<file path="config.mk">
export PLATFORM = sky130hd
export DESIGN_NAME = irq_cascade_ctrl
export DESIGN_NICKNAME = d
export VERILOG_FILES = /design/src/rtl/irq_cascade_pkg.sv /design/src/rtl/irq_rst_sync.sv /design/src/rtl/irq_pin_bank.sv /design/src/rtl/irq_cpu_port.sv /design/src/rtl/irq_cascade_ctrl.sv
export SDC_FILE = /design/constraint.sdc
export NUM_CORES = 1
export LEC_CHECK = 0
export BUFFER_PORTS_ARGS = -buffer_cell sky130_fd_sc_hd__buf_4
export CORE_ASPECT_RATIO = 1.2
export CORE_UTILIZATION = 50
export CTS_CLUSTER_DIAMETER = 100
export CTS_CLUSTER_SIZE = 24
export DETAILED_ROUTE_END_ITERATION = 10
export PLACE_DENSITY = 0.74
export SLEW_MARGIN = 30
export SYNTH_ARGS = -nofsm -noshare
export SYNTH_HDL_FRONTEND = slang
export SYNTH_SLANG_ARGS = --single-unit
</file>
<file path="constraint.sdc">
create_clock -name clk -period 10 [get_ports clk]
set_input_delay 0 -clock clk [delete_from_list [all_inputs] [get_ports clk]]
set_output_delay 0 -clock clk [all_outputs]
set_load 0.01 [all_outputs]
</file>
<file path="src/rtl/irq_cascade_pkg.sv">
package irq_cascade_pkg;

  localparam int unsigned WORD_W     = 32;
  localparam int unsigned REG_ADDR_W = 3;
  localparam int unsigned NUM_CPUS   = 2;

  typedef enum logic [REG_ADDR_W-1:0] {
    RA_MAIN_LO   = 3'd0,
    RA_MAIN_HI   = 3'd1,
    RA_PIN_CAUSE = 3'd2,
    RA_PIN_MASK  = 3'd3,
    RA_CPU0_LO   = 3'd4,
    RA_CPU0_HI   = 3'd5,
    RA_CPU1_LO   = 3'd6,
    RA_SPARE     = 3'd7
  } reg_addr_e;

  localparam logic [WORD_W-1:0] LO_VALID_DEF = 32'h3DFF_FFFE;
  localparam logic [WORD_W-1:0] HI_VALID_DEF = 32'h1F00_03F7;

endpackage

</file>
<file path="src/rtl/irq_rst_sync.sv">
module irq_rst_sync #(
  parameter int unsigned STAGES = 2
) (
  input  logic clk,
  input  logic rst_n,
  output logic rst_sync_n
);

  logic [STAGES-1:0] chain_q;
  logic [STAGES-1:0] chain_nxt;

  always_comb begin
    chain_nxt = {chain_q[STAGES-2:0], 1'b1};
  end

  always_ff @(posedge clk or negedge rst_n) begin
    if (!rst_n) begin
      chain_q <= '0;
    end else begin
      chain_q <= chain_nxt;
    end
  end

  assign rst_sync_n = chain_q[STAGES-1];

endmodule

</file>
<file path="src/rtl/irq_pin_bank.sv">
module irq_pin_bank #(
  parameter int unsigned NUM_PINS    = 32,
  parameter int unsigned PIN_GROUP   = 8,
  parameter int unsigned NUM_GROUPS  = NUM_PINS / PIN_GROUP,
  parameter int unsigned SYNC_STAGES = 2
) (
  input  logic                  clk,
  input  logic                  rst_n,
  input  logic [NUM_PINS-1:0]   pin_in,
  input  logic                  wr_cause,
  input  logic                  wr_mask,
  input  logic [NUM_PINS-1:0]   wdata,
  output logic [NUM_PINS-1:0]   cause,
  output logic [NUM_PINS-1:0]   mask,
  output logic [NUM_PINS-1:0]   prev_level,
  output logic [NUM_GROUPS-1:0] summary
);

  // synchroniser stages, one register process per stage
  logic [NUM_PINS-1:0] stage_q [SYNC_STAGES];

  for (genvar s = 0; s < SYNC_STAGES; s++) begin : g_sync
    logic [NUM_PINS-1:0] stage_nxt;
    if (s == 0) begin : g_first
      assign stage_nxt = pin_in;
    end else begin : g_later
      assign stage_nxt = stage_q[s-1];
    end
    always_ff @(posedge clk or negedge rst_n) begin
      if (!rst_n) begin
        stage_q[s] <= '0;
      end else begin
        stage_q[s] <= stage_nxt;
      end
    end
  end

  logic [NUM_PINS-1:0] level;
  logic [NUM_PINS-1:0] prev_q;
  logic [NUM_PINS-1:0] rise;
  logic [NUM_PINS-1:0] cause_q;
  logic [NUM_PINS-1:0] cause_nxt;
  logic                cause_en;
  logic [NUM_PINS-1:0] mask_q;

  assign level = stage_q[SYNC_STAGES-1];
  assign rise  = level & ~prev_q;

  always_ff @(posedge clk or negedge rst_n) begin
    if (!rst_n) begin
      prev_q <= '0;
    end else begin
      prev_q <= level;
    end
  end

  // zero-written bits clear, a fresh edge sets and wins over the clear
  always_comb begin
    cause_nxt = cause_q;
    if (wr_cause) begin
      cause_nxt = cause_q & wdata;
    end
    cause_nxt = cause_nxt | rise;
    cause_en  = wr_cause | (|rise);
  end

  always_ff @(posedge clk or negedge rst_n) begin
    if (!rst_n) begin
      cause_q <= '0;
    end else if (cause_en) begin
      cause_q <= cause_nxt;
    end
  end

  always_ff @(posedge clk or negedge rst_n) begin
    if (!rst_n) begin
      mask_q <= '0;
    end else if (wr_mask) begin
      mask_q <= wdata;
    end
  end

  for (genvar g = 0; g < NUM_GROUPS; g++) begin : g_sum
    assign summary[g] = |(cause_q[g*PIN_GROUP +: PIN_GROUP] & mask_q[g*PIN_GROUP +: PIN_GROUP]);
  end

  assign cause      = cause_q;
  assign mask       = mask_q;
  assign prev_level = prev_q;

endmodule

</file>
<file path="src/rtl/irq_cpu_port.sv">
module irq_cpu_port #(
  parameter int unsigned WORD_W = 32,
  parameter bit          HAS_HI = 1'b1
) (
  input  logic              clk,
  input  logic              rst_n,
  input  logic              wr_lo,
  input  logic              wr_hi,
  input  logic [WORD_W-1:0] wdata,
  input  logic [WORD_W-1:0] cause_lo,
  input  logic [WORD_W-1:0] cause_hi,
  output logic [WORD_W-1:0] mask_lo,
  output logic [WORD_W-1:0] mask_hi,
  output logic              irq
);

  logic [WORD_W-1:0] mask_lo_q;
  logic              irq_q;
  logic              irq_nxt;
  logic              hi_hit;

  always_ff @(posedge clk or negedge rst_n) begin
    if (!rst_n) begin
      mask_lo_q <= '0;
    end else if (wr_lo) begin
      mask_lo_q <= wdata;
    end
  end

  if (HAS_HI) begin : g_hi
    logic [WORD_W-1:0] mask_hi_q;
    always_ff @(posedge clk or negedge rst_n) begin
      if (!rst_n) begin
        mask_hi_q <= '0;
      end else if (wr_hi) begin
        mask_hi_q <= wdata;
      end
    end
    assign mask_hi = mask_hi_q;
    assign hi_hit  = |(cause_hi & mask_hi_q);
  end else begin : g_no_hi
    logic unused_hi;
    assign unused_hi = wr_hi ^ (|cause_hi);
    assign mask_hi   = '0;
    assign hi_hit    = 1'b0;
  end

  always_comb begin
    irq_nxt = (|(cause_lo & mask_lo_q)) | hi_hit;
  end

  always_ff @(posedge clk or negedge rst_n) begin
    if (!rst_n) begin
      irq_q <= 1'b0;
    end else begin
      irq_q <= irq_nxt;
    end
  end

  assign mask_lo = mask_lo_q;
  assign irq     = irq_q;

endmodule

</file>
<file path="src/rtl/irq_cascade_ctrl.sv">
module irq_cascade_ctrl
  import irq_cascade_pkg::*;
#(
  parameter int unsigned       NUM_PINS    = 32,
  parameter int unsigned       PIN_GROUP   = 8,
  parameter int unsigned       SUMMARY_LSB = 24,
  parameter int unsigned       SYNC_STAGES = 2,
  parameter logic [WORD_W-1:0] LO_VALID    = LO_VALID_DEF,
  parameter logic [WORD_W-1:0] HI_VALID    = HI_VALID_DEF
) (
  input  logic                  clk,
  input  logic                  rst_n,
  input  logic [WORD_W-1:0]     unit_req_lo,
  input  logic [WORD_W-1:0]     unit_req_hi,
  input  logic [NUM_PINS-1:0]   pin_in,
  input  logic                  reg_wr,
  input  logic [REG_ADDR_W-1:0] reg_addr,
  input  logic [WORD_W-1:0]     reg_wdata,
  output logic [WORD_W-1:0]     reg_rdata,
  output logic [NUM_CPUS-1:0]   cpu_irq
);

  localparam int unsigned       NUM_GROUPS = NUM_PINS / PIN_GROUP;
  localparam logic [WORD_W-1:0] SUM_FIELD  = WORD_W'(((64'd1 << NUM_GROUPS) - 64'd1) << SUMMARY_LSB);

  logic rst_sync_n;

  irq_rst_sync #(.STAGES(2)) i_rst_sync (
    .clk        (clk),
    .rst_n      (rst_n),
    .rst_sync_n (rst_sync_n)
  );

  // write decode
  reg_addr_e addr_e;
  logic      wr_pin_cause;
  logic      wr_pin_mask;
  logic [NUM_CPUS-1:0] wr_cpu_lo;
  logic [NUM_CPUS-1:0] wr_cpu_hi;

  assign addr_e = reg_addr_e'(reg_addr);

  always_comb begin
    wr_pin_cause = reg_wr && (addr_e == RA_PIN_CAUSE);
    wr_pin_mask  = reg_wr && (addr_e == RA_PIN_MASK);
    wr_cpu_lo    = '0;
    wr_cpu_hi    = '0;
    wr_cpu_lo[0] = reg_wr && (addr_e == RA_CPU0_LO);
    wr_cpu_hi[0] = reg_wr && (addr_e == RA_CPU0_HI);
    wr_cpu_lo[1] = reg_wr && (addr_e == RA_CPU1_LO);
  end

  // pin bank
  logic [NUM_PINS-1:0]   pin_cause;
  logic [NUM_PINS-1:0]   pin_mask;
  logic [NUM_PINS-1:0]   pin_prev;
  logic [NUM_GROUPS-1:0] pin_summary;

  irq_pin_bank #(
    .NUM_PINS    (NUM_PINS),
    .PIN_GROUP   (PIN_GROUP),
    .NUM_GROUPS  (NUM_GROUPS),
    .SYNC_STAGES (SYNC_STAGES)
  ) i_pin_bank (
    .clk        (clk),
    .rst_n      (rst_sync_n),
    .pin_in     (pin_in),
    .wr_cause   (wr_pin_cause),
    .wr_mask    (wr_pin_mask),
    .wdata      (reg_wdata[NUM_PINS-1:0]),
    .cause      (pin_cause),
    .mask       (pin_mask),
    .prev_level (pin_prev),
    .summary    (pin_summary)
  );

  // main cause words, live and filtered
  logic [WORD_W-1:0] lo_cause;
  logic [WORD_W-1:0] hi_cause;

  always_comb begin
    lo_cause = unit_req_lo & LO_VALID;
    hi_cause = (unit_req_hi & HI_VALID & ~SUM_FIELD)
             | (WORD_W'(pin_summary) << SUMMARY_LSB);
  end

  // per-CPU enables and registered outputs
  logic [WORD_W-1:0] cpu_mask_lo [NUM_CPUS];
  logic [WORD_W-1:0] cpu_mask_hi [NUM_CPUS];

  for (genvar c = 0; c < NUM_CPUS; c++) begin : g_cpu
    irq_cpu_port #(
      .WORD_W (WORD_W),
      .HAS_HI (c == 0)
    ) i_cpu_port (
      .clk      (clk),
      .rst_n    (rst_sync_n),
      .wr_lo    (wr_cpu_lo[c]),
      .wr_hi    (wr_cpu_hi[c]),
      .wdata    (reg_wdata),
      .cause_lo (lo_cause),
      .cause_hi (hi_cause),
      .mask_lo  (cpu_mask_lo[c]),
      .mask_hi  (cpu_mask_hi[c]),
      .irq      (cpu_irq[c])
    );
  end

  // read mux, zero wait states
  always_comb begin
    unique case (addr_e)
      RA_MAIN_LO:   reg_rdata = lo_cause;
      RA_MAIN_HI:   reg_rdata = hi_cause;
      RA_PIN_CAUSE: reg_rdata = WORD_W'(pin_cause);
      RA_PIN_MASK:  reg_rdata = WORD_W'(pin_mask);
      RA_CPU0_LO:   reg_rdata = cpu_mask_lo[0];
      RA_CPU0_HI:   reg_rdata = cpu_mask_hi[0];
      RA_CPU1_LO:   reg_rdata = cpu_mask_lo[1];
      default:      reg_rdata = '0;
    endcase
  end

endmodule

</file>
# [Yosys cells after proc, flatten, opt, wreduce, memory -nomap -nowiden]
# Index checks and enable logic that the tools add are counted.
[word_totals] reg_bits=260 in_bits=134 output_inout_bits=34 elab_cells=47
[op_classes] mux=2 eq_ne=6 n_bitwise=14 n_reduce_logical=14
[ops] op="$pmux 32 s7" count=1
[ops] op="$reduce_or 32->1" count=4
[ops] op="$and 30x32->32" count=2
[ops] op="$and 32x32->32" count=2
[ops] op="$and 29x32->32" count=1
[ops] op="$and 8x8->8" count=4
[ops] op="$mux 32" count=1
[ops] op="$not 32->32" count=1
[ops] op="$or 32x32->32" count=1
[ops] op="$reduce_or 8->1" count=4
[ops] op="$or 29x28->29" count=1
[ops] op="$eq 3x3->1 const B" count=3
[ops] op="$eq 3x2->1 const B" count=2
[ops] op="$logic_and 1x1->1" count=5
[ops] op="$eq 3x1->1 const B" count=1
[ops] op="$logic_not 3->1" count=1
[ops] op="$or 1x1->1" count=2

# [Depth between registers and ports, before layout]
# Gate-level depths: netlist of run 1.
[logic_depth] depth_word=6 depth_mapped=7 depth_no_buf=4

# [Cells and area by module]
# Synthesis of run 1 repeated with hierarchy kept, for this count alone.
[hier_totals] cells_unflattened=825 hier_area_um2=11446.0
[by_module_without_submodules] mod="irq_pin_bank" area_per_inst_um2=5308.8 n_inst=1 seq_area_each_um2=4003.8 cells_per_inst=315
[by_module_without_submodules] mod="irq_cpu_port at g_cpu[0].i_cpu_port" area_per_inst_um2=2747.6 n_inst=1 seq_area_each_um2=1626.6 cells_per_inst=174
[by_module_without_submodules] mod="irq_cascade_ctrl" area_per_inst_um2=1734.2 n_inst=1 seq_area_each_um2=0.0 cells_per_inst=210
[by_module_without_submodules] mod="irq_cpu_port at g_cpu[1].i_cpu_port" area_per_inst_um2=1601.5 n_inst=1 seq_area_each_um2=825.8 cells_per_inst=123
[by_module_without_submodules] mod="irq_rst_sync" area_per_inst_um2=53.8 n_inst=1 seq_area_each_um2=50.0 cells_per_inst=3

# [Worst setup path after synthesis of run 1]
# OpenSTA, ideal clock, no wires.
[synth_timing] path_type="register to register" startpoint="reg g_cpu[1].i_cpu_port.mask_lo_q[6]" endpoint="reg g_cpu[1].i_cpu_port.irq_q" synth_period_minus_slack_ns=1.344 n_path_buf=0 t_required_ns=9.869 arrival_ns=1.213 setup_slack_ns=8.656 setup_ns=0.131 path_stages_with_launch=5 path_cell_list="dfrtp_1 -> a22o_1 -> a221oi_1 -> nand4_1 -> or3_1"
[synth_between] elab_chain_cells=2
[synth_lines] item="from (decl)" line="irq_cpu_port.sv:17" text="logic [WORD_W-1:0] mask_lo_q;"
[synth_lines] item="from (signal assigned)" line="irq_cpu_port.sv:26" text="mask_lo_q <= wdata;"
[synth_lines] item="$and 30x32->32" line="irq_cpu_port.sv:49" text="irq_nxt = (|(cause_lo & mask_lo_q)) | hi_hit;"
[synth_lines] item="$reduce_or 32->1" line="irq_cpu_port.sv:49"
[synth_lines] item="net g_cpu[1].i_cpu_port.irq_nxt" line="irq_cpu_port.sv:19" text="logic irq_nxt;"
[synth_lines] item="to (signal assigned)" line="irq_cpu_port.sv:56" text="irq_q <= irq_nxt;"
[synth_lines] item="to (decl)" line="irq_cpu_port.sv:18" text="logic irq_q;"
# The timed path passes the listed nets, and every way through them passes these cells.
# A chain may end at the register's enable or synchronous reset.

# [Worst setup path after layout of run 1]
[layout_timing] startpoint="reg g_cpu[0].i_cpu_port.mask_lo_q[15]" endpoint="reg g_cpu[0].i_cpu_port.irq_q"
[layout_between] elab_chain_cells=3
[layout_lines] item="from (decl)" line="irq_cpu_port.sv:17"
[layout_lines] item="from (signal assigned)" line="irq_cpu_port.sv:26"
[layout_lines] item="$and 30x32->32" line="irq_cpu_port.sv:49"
[layout_lines] item="$reduce_or 32->1" line="irq_cpu_port.sv:49"
[layout_lines] item="$or 1x1->1" line="irq_cpu_port.sv:49"
[layout_lines] item="net g_cpu[0].i_cpu_port.irq_nxt" line="irq_cpu_port.sv:19"
[layout_lines] item="to (signal assigned)" line="irq_cpu_port.sv:56"
[layout_lines] item="to (decl)" line="irq_cpu_port.sv:18"
# The timed path passes the listed nets, and every way through them passes these cells.

==> qor.yml, run 1 <==
tightestPinTransition_ns: 0.966
cts_tree: "done"
totalPowerFinal_mw: 2.35
criticalPathCategory: "flop to flop"
postRouteAntennaNets: 0
most_common_flop_cell_mapped_by_yosys: "dfrtp_1"
route.detailed.vias_per_inst: 5.94
power_per_cell_area_mw_per_mm2: 182
critical_path.max_stage_delay_ns: 0.62
synth-xor-area-share: 0
synth_top_family_by_area: "multiplexers"
clock_latency_ns: 0.50
layout_worst_path_cycle_share: 0.341
synth-compound-area-share: 0.141
asr_flop_ratio_synth: 1.00
numCtsBuffers: 14
max_ir_drop_vdd_mv: 0.142
cts_num_sinks: 260
p_sw_uw: 621
cp-end-kind: "flop"
core.rowCount: 57
die-area_sq_mm: 0.0215
die-height_um: 160
core_region_area_sq_mm: 0.0204
synthDistinctLibCells: 40
ff_latch_area_sq_mm: 0.00651
finalClockSkew_ns: 0.0190
top_area_cell_type_share_of_the_netlist_area: 0.622
htree_num_levels: 1
fin_setup_tns_ns: 0
outcome: "finished clean"
drc: 0
grt_remaining_overflow: 0
p_int_mw: 1.73
gr-usage-all-layers: 0.264
yosysWarnings: 0
wl_um: 27600
crit_fanout: 3
post_synth_fa_ha_maj_area_fraction: 0
grt_antenna_before_repair: 0
wl_per_cell_um: 22.3
ys_top_cells_by_area: "dfrtp_1 62%, mux2_2 10%, a22oi_1 7.4%, mux2_4 4.3%, o21ai_1 2.9%"
drt_pre_antenna_iters: 5
slowest_stage: "dlygate4sd3_1"
fp.dieW_um: 134
diodes: 0
synth_edf_count: 0
synthCells: 763
relSlewSlack: 0.354
first_global_vias: 7522
synth_top_cell_by_area: "dfrtp_1"
post_synth_most_frequent_cells: "260 x dfrtp_1, 103 x a22oi_1, 93 x mux2_2"
yosys_register_bits: 260
initial_utilization: 0.513
portBuffers: 141
grt_pass1_wl_um: 43200
grt_max_degree: 85
postSynthAreaPerCell_sq_um: 13.7
synth_seq_area_share: 0.622
postSynthNetCount: 897
power_switching_share: 0.265
clk_pin_slew_worst_paths_ns: 0.10
power.static_leakage_nw: 5.78
cts.root.buffer_cell: "clkbuf_16"
min_period_ns: 3.41
synthMuxAreaShare: 0.161
critical_path.top_delay_family: "buffers and inverters"
clock_share_of_power: 0.267
fill_cells: 1621
multi_input_comb_area_sq_mm: 0.00357
unrepaired_setup_endpoints_after_global_routing: "false"
area_fraction_in_and_or_nand_and_nor_cells_after_synthesis: 0.0383
cap_violations: 0
cp-start-kind: "flop"
p_comb_frac: 0.176
clock.fmax_mhz: 293
seq_power_share: 0.557
timing.final.hold_violations: 0
synthToLayoutAreaGrowth_pct: 23.0
design.final.nets: 1102
cp_data_required_time_ns: 10.38
routabilityCongestion: 0.890
post_route_cells_drive_above_1_share: 0.308
crit_chain: "a22oi_1, dlygate4sd3_1, nand3_1, dlygate4sd3_1, nor3_1, dlygate4sd3_1, nand3_1, dlygate4sd3_1"
hpwlAfterDp_um: 18300
timing.critical_path.buf_inv: 4
drt_first_iter_violations: 562
holdCritPathClass: "primary input to flop"
setup_viol_count_final: 0
crit_top_cell: "dlygate4sd3_1"
synth_area_sq_mm: 0.0105
post_cts.resized_instances: 0
synth.most_common_cell: "dfrtp_1"
timing_max_transition_violations_final: 0
io_pins: 168
detailroute.via_count: 7333
ctsLongestPathBuffers: 3
critPathArrivalTime_ns: 3.79
[flip-flops by register name (all words and copies together), names as in the netlist]
| register | count |
|---|---|
| i_pin_bank.cause | 32 |
| g_cpu.i_cpu_port.irq | 2 |
| g_cpu.i_cpu_port.mask_lo | 64 |
| i_pin_bank.level | 32 |
| i_pin_bank.g_sync.stage_nxt | 32 |
| g_cpu.i_cpu_port.mask_hi | 32 |
| i_pin_bank.mask | 32 |
| i_pin_bank.prev_level | 32 |
| i_rst_sync.chain_q | 2 |
[through the flow]
stage / setup slack [ns] / instances / utilization / hold WS [ns] / area, sq um
global route: 6.56 / 1234 / 0.631 / 0.147 / 12900
detailed placement: 7.75 / 1140 / 0.573 / -0.216 / 11700
CTS: 6.71 / 1234 / 0.631 / 0.142 / 12900
finish: 6.59 / 1234 / 0.631 / 0.150 / 12900
global placement: 7.19 / 1140 / 0.573 / -0.217 / 11700
floorplan: 2.22 / 763 / - / -0.296 / 10500
[area by class of cell]
cell class / instances / share of cell area
Clock buffer: 16 / 0.0295
Multi-Input combinational cell: 429 / 0.277
Tap cell: 265 / 0.0258
Timing Repair Buffer: 230 / 0.150
Clock inverter: 1 / 0.00233
Inverter: 33 / 0.00962
Sequential cell: 260 / 0.506
[power groups by stage]
| stage | Sequential (mW) | Combinational [mW] | Clock [mW] |
|---|---|---|---|
| global placement | 1.32 | 0.373 | 0 |
| global route | 1.32 | 0.446 | 0.671 |
| detailed placement | 1.32 | 0.383 | 0 |
| finish | 1.31 | 0.412 | 0.627 |
| CTS | 1.30 | 0.412 | 0.633 |
| floorplan | 1.30 | 0.237 | 0 |
[logic make-up after synthesis]
kind of cell,Yosys count
muxes,141
DFF,260
other,1
buffers and inverters,74
AOI/OAI and AO/OA,216
and+or+nand+nor,71
[layout by cell type (no fill, tap or decap), types with 3 or more instances in the layout]
| master | synthesis | routed |
|---|---|---|
| dfrtp_1 | 260 | 259 |
| buf_4 | 15 | 151 |
| a22oi_1 | 103 | 103 |
| mux2_2 | 93 | 93 |
| dlygate4sd3_1 | 0 | 77 |
| o21ai_1 | 60 | 60 |
| inv_1 | 33 | 33 |
| mux2_4 | 30 | 30 |
| nand3_1 | 22 | 22 |
| a22o_1 | 15 | 15 |
| clkbuf_16 | 0 | 15 |
| mux2i_1 | 13 | 13 |
| nor2_1 | 13 | 13 |
| nand4_1 | 11 | 11 |
| nand2_1 | 10 | 10 |
| a221oi_1 | 9 | 9 |
| o21ai_0 | 9 | 9 |
| a21oi_1 | 7 | 7 |
| mux2_1 | 5 | 5 |
| and3b_1 | 3 | 3 |
[layer usage]
metal,part of all wire,track usage,routed length [um]
met1,0.42,0.370,11500
met2,0.48,0.417,13200
met5,0,0,0
met3,0.076,0.0458,2090
met4,0.028,0.0919,783
[timing repair]
item                                   CTS  global route
endpoints found under the hold margin  196             0
setup buffers                            0             0
hold buffers                            77             0
[worst paths after layout]
kind                            slack (ns)  cells past startpoint                             from                                 end
worst max-delay path                  6.59                      8  g_cpu[0].i_cpu_port.mask_lo[15]             g_cpu[0].i_cpu_port.irq
worst min-delay path                  0.15                      2                        pin_in[4]   i_pin_bank.g_sync[1].stage_nxt[4]
worst max register to register        6.59                      8  g_cpu[0].i_cpu_port.mask_lo[15]             g_cpu[0].i_cpu_port.irq
worst min register to register        0.31                      0            i_rst_sync.chain_q[1]  i_pin_bank.g_sync[1].stage_nxt[22]
max in group asynchronous             7.87                      2            i_rst_sync.chain_q[1]     g_cpu[0].i_cpu_port.mask_lo[22]
min in group asynchronous             0.31                      0            i_rst_sync.chain_q[1]  i_pin_bank.g_sync[1].stage_nxt[22]
Power figures use the tool's default switching activity.
==> run 2: changes to the inputs <==
==> constraint.sdc (replaced) <==
create_clock -name clk -period 3.3 [get_ports clk]
set_input_delay 0 -clock clk [delete_from_list [all_inputs] [get_ports clk]]
set_output_delay 0 -clock clk [all_outputs]
set_load 0.01 [all_outputs]
==> qor.yml, run 2 (synthesis results as in run 1) <==
outcome: "finished clean"  # unchanged
p_sw_mw: 1.87  # was 621 uW
timing.final.hold_violations: 0  # unchanged
htree_num_levels: 1  # unchanged
largest_reg_flops: 64  # unchanged
cp-end-kind: "flop"  # unchanged
gr-usage-all-layers: 0.269  # was 0.264
holdCritPathClass: "primary input to flop"  # unchanged
max_ir_drop_vdd_mv: 0.470  # was 0.142 mV
die-area_sq_mm: 0.0215  # unchanged
dpl_worst_slack_ns: 1.19  # was 7.75 ns
detailroute.via_count: 7335  # was 7333
tightestPinTransition_ns: 0.945  # was 0.966 ns
fin_setup_tns_ns: 0  # unchanged
layout.cells.non_filler: 1235  # was 1234
grt_max_degree: 111  # was 85
cts_num_sinks: 260  # unchanged
cts_tree: "done"  # unchanged
ctsLongestPathBuffers: 3  # unchanged
layout_commonest_cell: "dfrtp_1"  # unchanged
clock_latency_ns: 0.48  # was 0.50 ns
die-height_um: 160  # unchanged
drc: 0  # unchanged
final_cell_area_sq_mm: 0.0129  # about the same
drt_pre_antenna_iters: 5  # unchanged
critical_path.top_delay_family: "buffers and inverters"  # unchanged
final_core_utilization: 0.632  # was 0.631
portBuffers: 141  # unchanged
timing.critical_path.buf_inv: 3  # was 4
routabilityCongestion: 0.903  # was 0.890
p_int_mw: 5.20  # was 1.73 mW
timing_max_transition_violations_final: 0  # unchanged
cap_violations: 0  # unchanged
cp-start-kind: "flop"  # unchanged
design.final.nets: 1103  # was 1102
setup_viol_count_final: 0  # unchanged
crit_top_cell: "dlygate4sd3_1"  # unchanged
core.rowCount: 57  # unchanged
clock_share_of_power: 0.261  # was 0.267
clk_pin_slew_worst_paths_ns: 0.10  # about the same
seq_power_share: 0.561  # was 0.557
numCtsBuffers: 14  # unchanged
drt_first_iter_violations: 728  # was 562
io_pins: 168  # unchanged
fin_hold_ws_ns: 0.159  # was 0.150 ns
wl_um: 27900  # was 27600 um
wl_per_cell_um: 22.6  # was 22.3 um
post_route_cells_drive_above_1_share: 0.309  # was 0.308
postRouteAntennaNets: 0  # unchanged
cp_data_required_time_ns: 3.62  # was 10.38 ns
min_period_ns: 2.91  # was 3.41 ns
crit_fanout: 3  # unchanged
power_per_cell_area_mw_per_mm2: 548  # was 182 mW/mm^2
fp.dieW_um: 134  # unchanged
criticalPathCategory: "flop to flop"  # unchanged
unrepaired_setup_endpoints_after_global_routing: "false"  # unchanged
synthToLayoutAreaGrowth_pct: 23.3  # was 23.0%
post_dp_cell_area_sq_mm: 0.0117  # about the same
finalWorstSetupSlack_ns: 0.385  # was 6.59 ns
initial_utilization: 0.513  # unchanged
diodes: 0  # unchanged
totalPowerFinal_mw: 7.07  # was 2.35 mW
p_comb_frac: 0.178  # was 0.176
critical_path.max_stage_delay_ns: 0.58  # was 0.62 ns
critPathArrivalTime_ns: 3.23  # was 3.79 ns
crit_chain: "a22oi_1, dlygate4sd3_1, nand3_1, dlygate4sd3_1, nor3_1, dlygate4sd3_1, nand3_1"  # was a22oi_1, dlygate4sd3_1, nand3_1, dlygate4sd3_1, nor3_1, dlygate4sd3_1, nand3_1, dlygate4sd3_1
power_switching_share: 0.265  # about the same
grt_antenna_before_repair: 0  # unchanged
slowest_stage: "dlygate4sd3_1"  # unchanged
highest_count_cells_in_the_layout_ignoring_fill_and_taps: "259 x dfrtp_1, 151 x buf_4, 103 x a22oi_1, 93 x mux2_2, 77 x dlygate4sd3_1"  # unchanged
layout_worst_path_cycle_share: 0.883  # was 0.341
first_global_vias: 7670  # was 7522
cts.root.buffer_cell: "clkbuf_16"  # unchanged
dpl.cell_count: 1141  # was 1140
core_region_area_sq_mm: 0.0204  # unchanged
relSlewSlack: 0.368  # was 0.354
grt_remaining_overflow: 0  # unchanged
clock.fmax_mhz: 343  # was 293 MHz
hpwlAfterDp_um: 18300  # about the same
power.static_leakage_nw: 5.79  # was 5.78 nW
finalClockSkew_ns: 0.0120  # was 0.0190 ns
route.detailed.vias_per_inst: 5.94  # about the same
grt_pass1_wl_um: 44000  # was 43200 um
post_cts.resized_instances: 0  # unchanged
run 2: cell count changes in the layout (fill, tap and decap cells not counted), sizes merged:
cell and delta:
buf +1, bufinv -1, clkbuf +1
run 2: final timing paths:
kind                                                  from                                  to  slack (ns)  depth (start not counted)
max                        g_cpu[0].i_cpu_port.mask_lo[15]             g_cpu[0].i_cpu_port.irq        0.39                          7
min                                             pin_in[13]  i_pin_bank.g_sync[1].stage_nxt[13]        0.16                          2
max reg2reg                g_cpu[0].i_cpu_port.mask_lo[15]             g_cpu[0].i_cpu_port.irq        0.39                          7
min reg2reg                          i_rst_sync.chain_q[1]     g_cpu[0].i_cpu_port.mask_hi[16]        0.33                          0
max in group asynchronous            i_rst_sync.chain_q[1]                i_pin_bank.level[27]        1.99                          1
min in group asynchronous            i_rst_sync.chain_q[1]     g_cpu[0].i_cpu_port.mask_hi[16]        0.33                          0
run 2: power groups by stage:
stage	Sequential (mW)	Clock [mW]	Combinational (mW)
2_1_floorplan	3.92	0	0.718
3_3_place_gp	4.00	0	1.13
3_5_place_dp	4.02	0	1.16
4_1_cts	3.96	1.89	1.25
5_1_grt	4.02	1.99	1.36
6_report	3.97	1.84	1.26
run 2: cell type report:
| cell class | count | area, sq um |
|---|---|---|
| multi-input cells | 429 | 3560 |
| fillers | 1591 | 7500 |
| well taps | 265 | 332 |
| clock buffers | 17 | 403 |
| inverters | 33 | 124 |
| flip-flops and latches | 260 | 6510 |
| repair buffers | 231 | 1960 |
run 2: what timing repair did:
item                      CTS  global route
hold buffers               77             0
buffers inserted            0             0
hold endpoints to repair  196             0
run 2: layer usage:
layer / wire length [um] / global-route usage / vias up
met5: 0 / 0 / -
met4: 976 / 0.0965 / 0
met3: 2340 / 0.0527 / 55
met2: 13300 / 0.431 / 328
met1: 11300 / 0.367 / 3731
li1: - / - / 3221
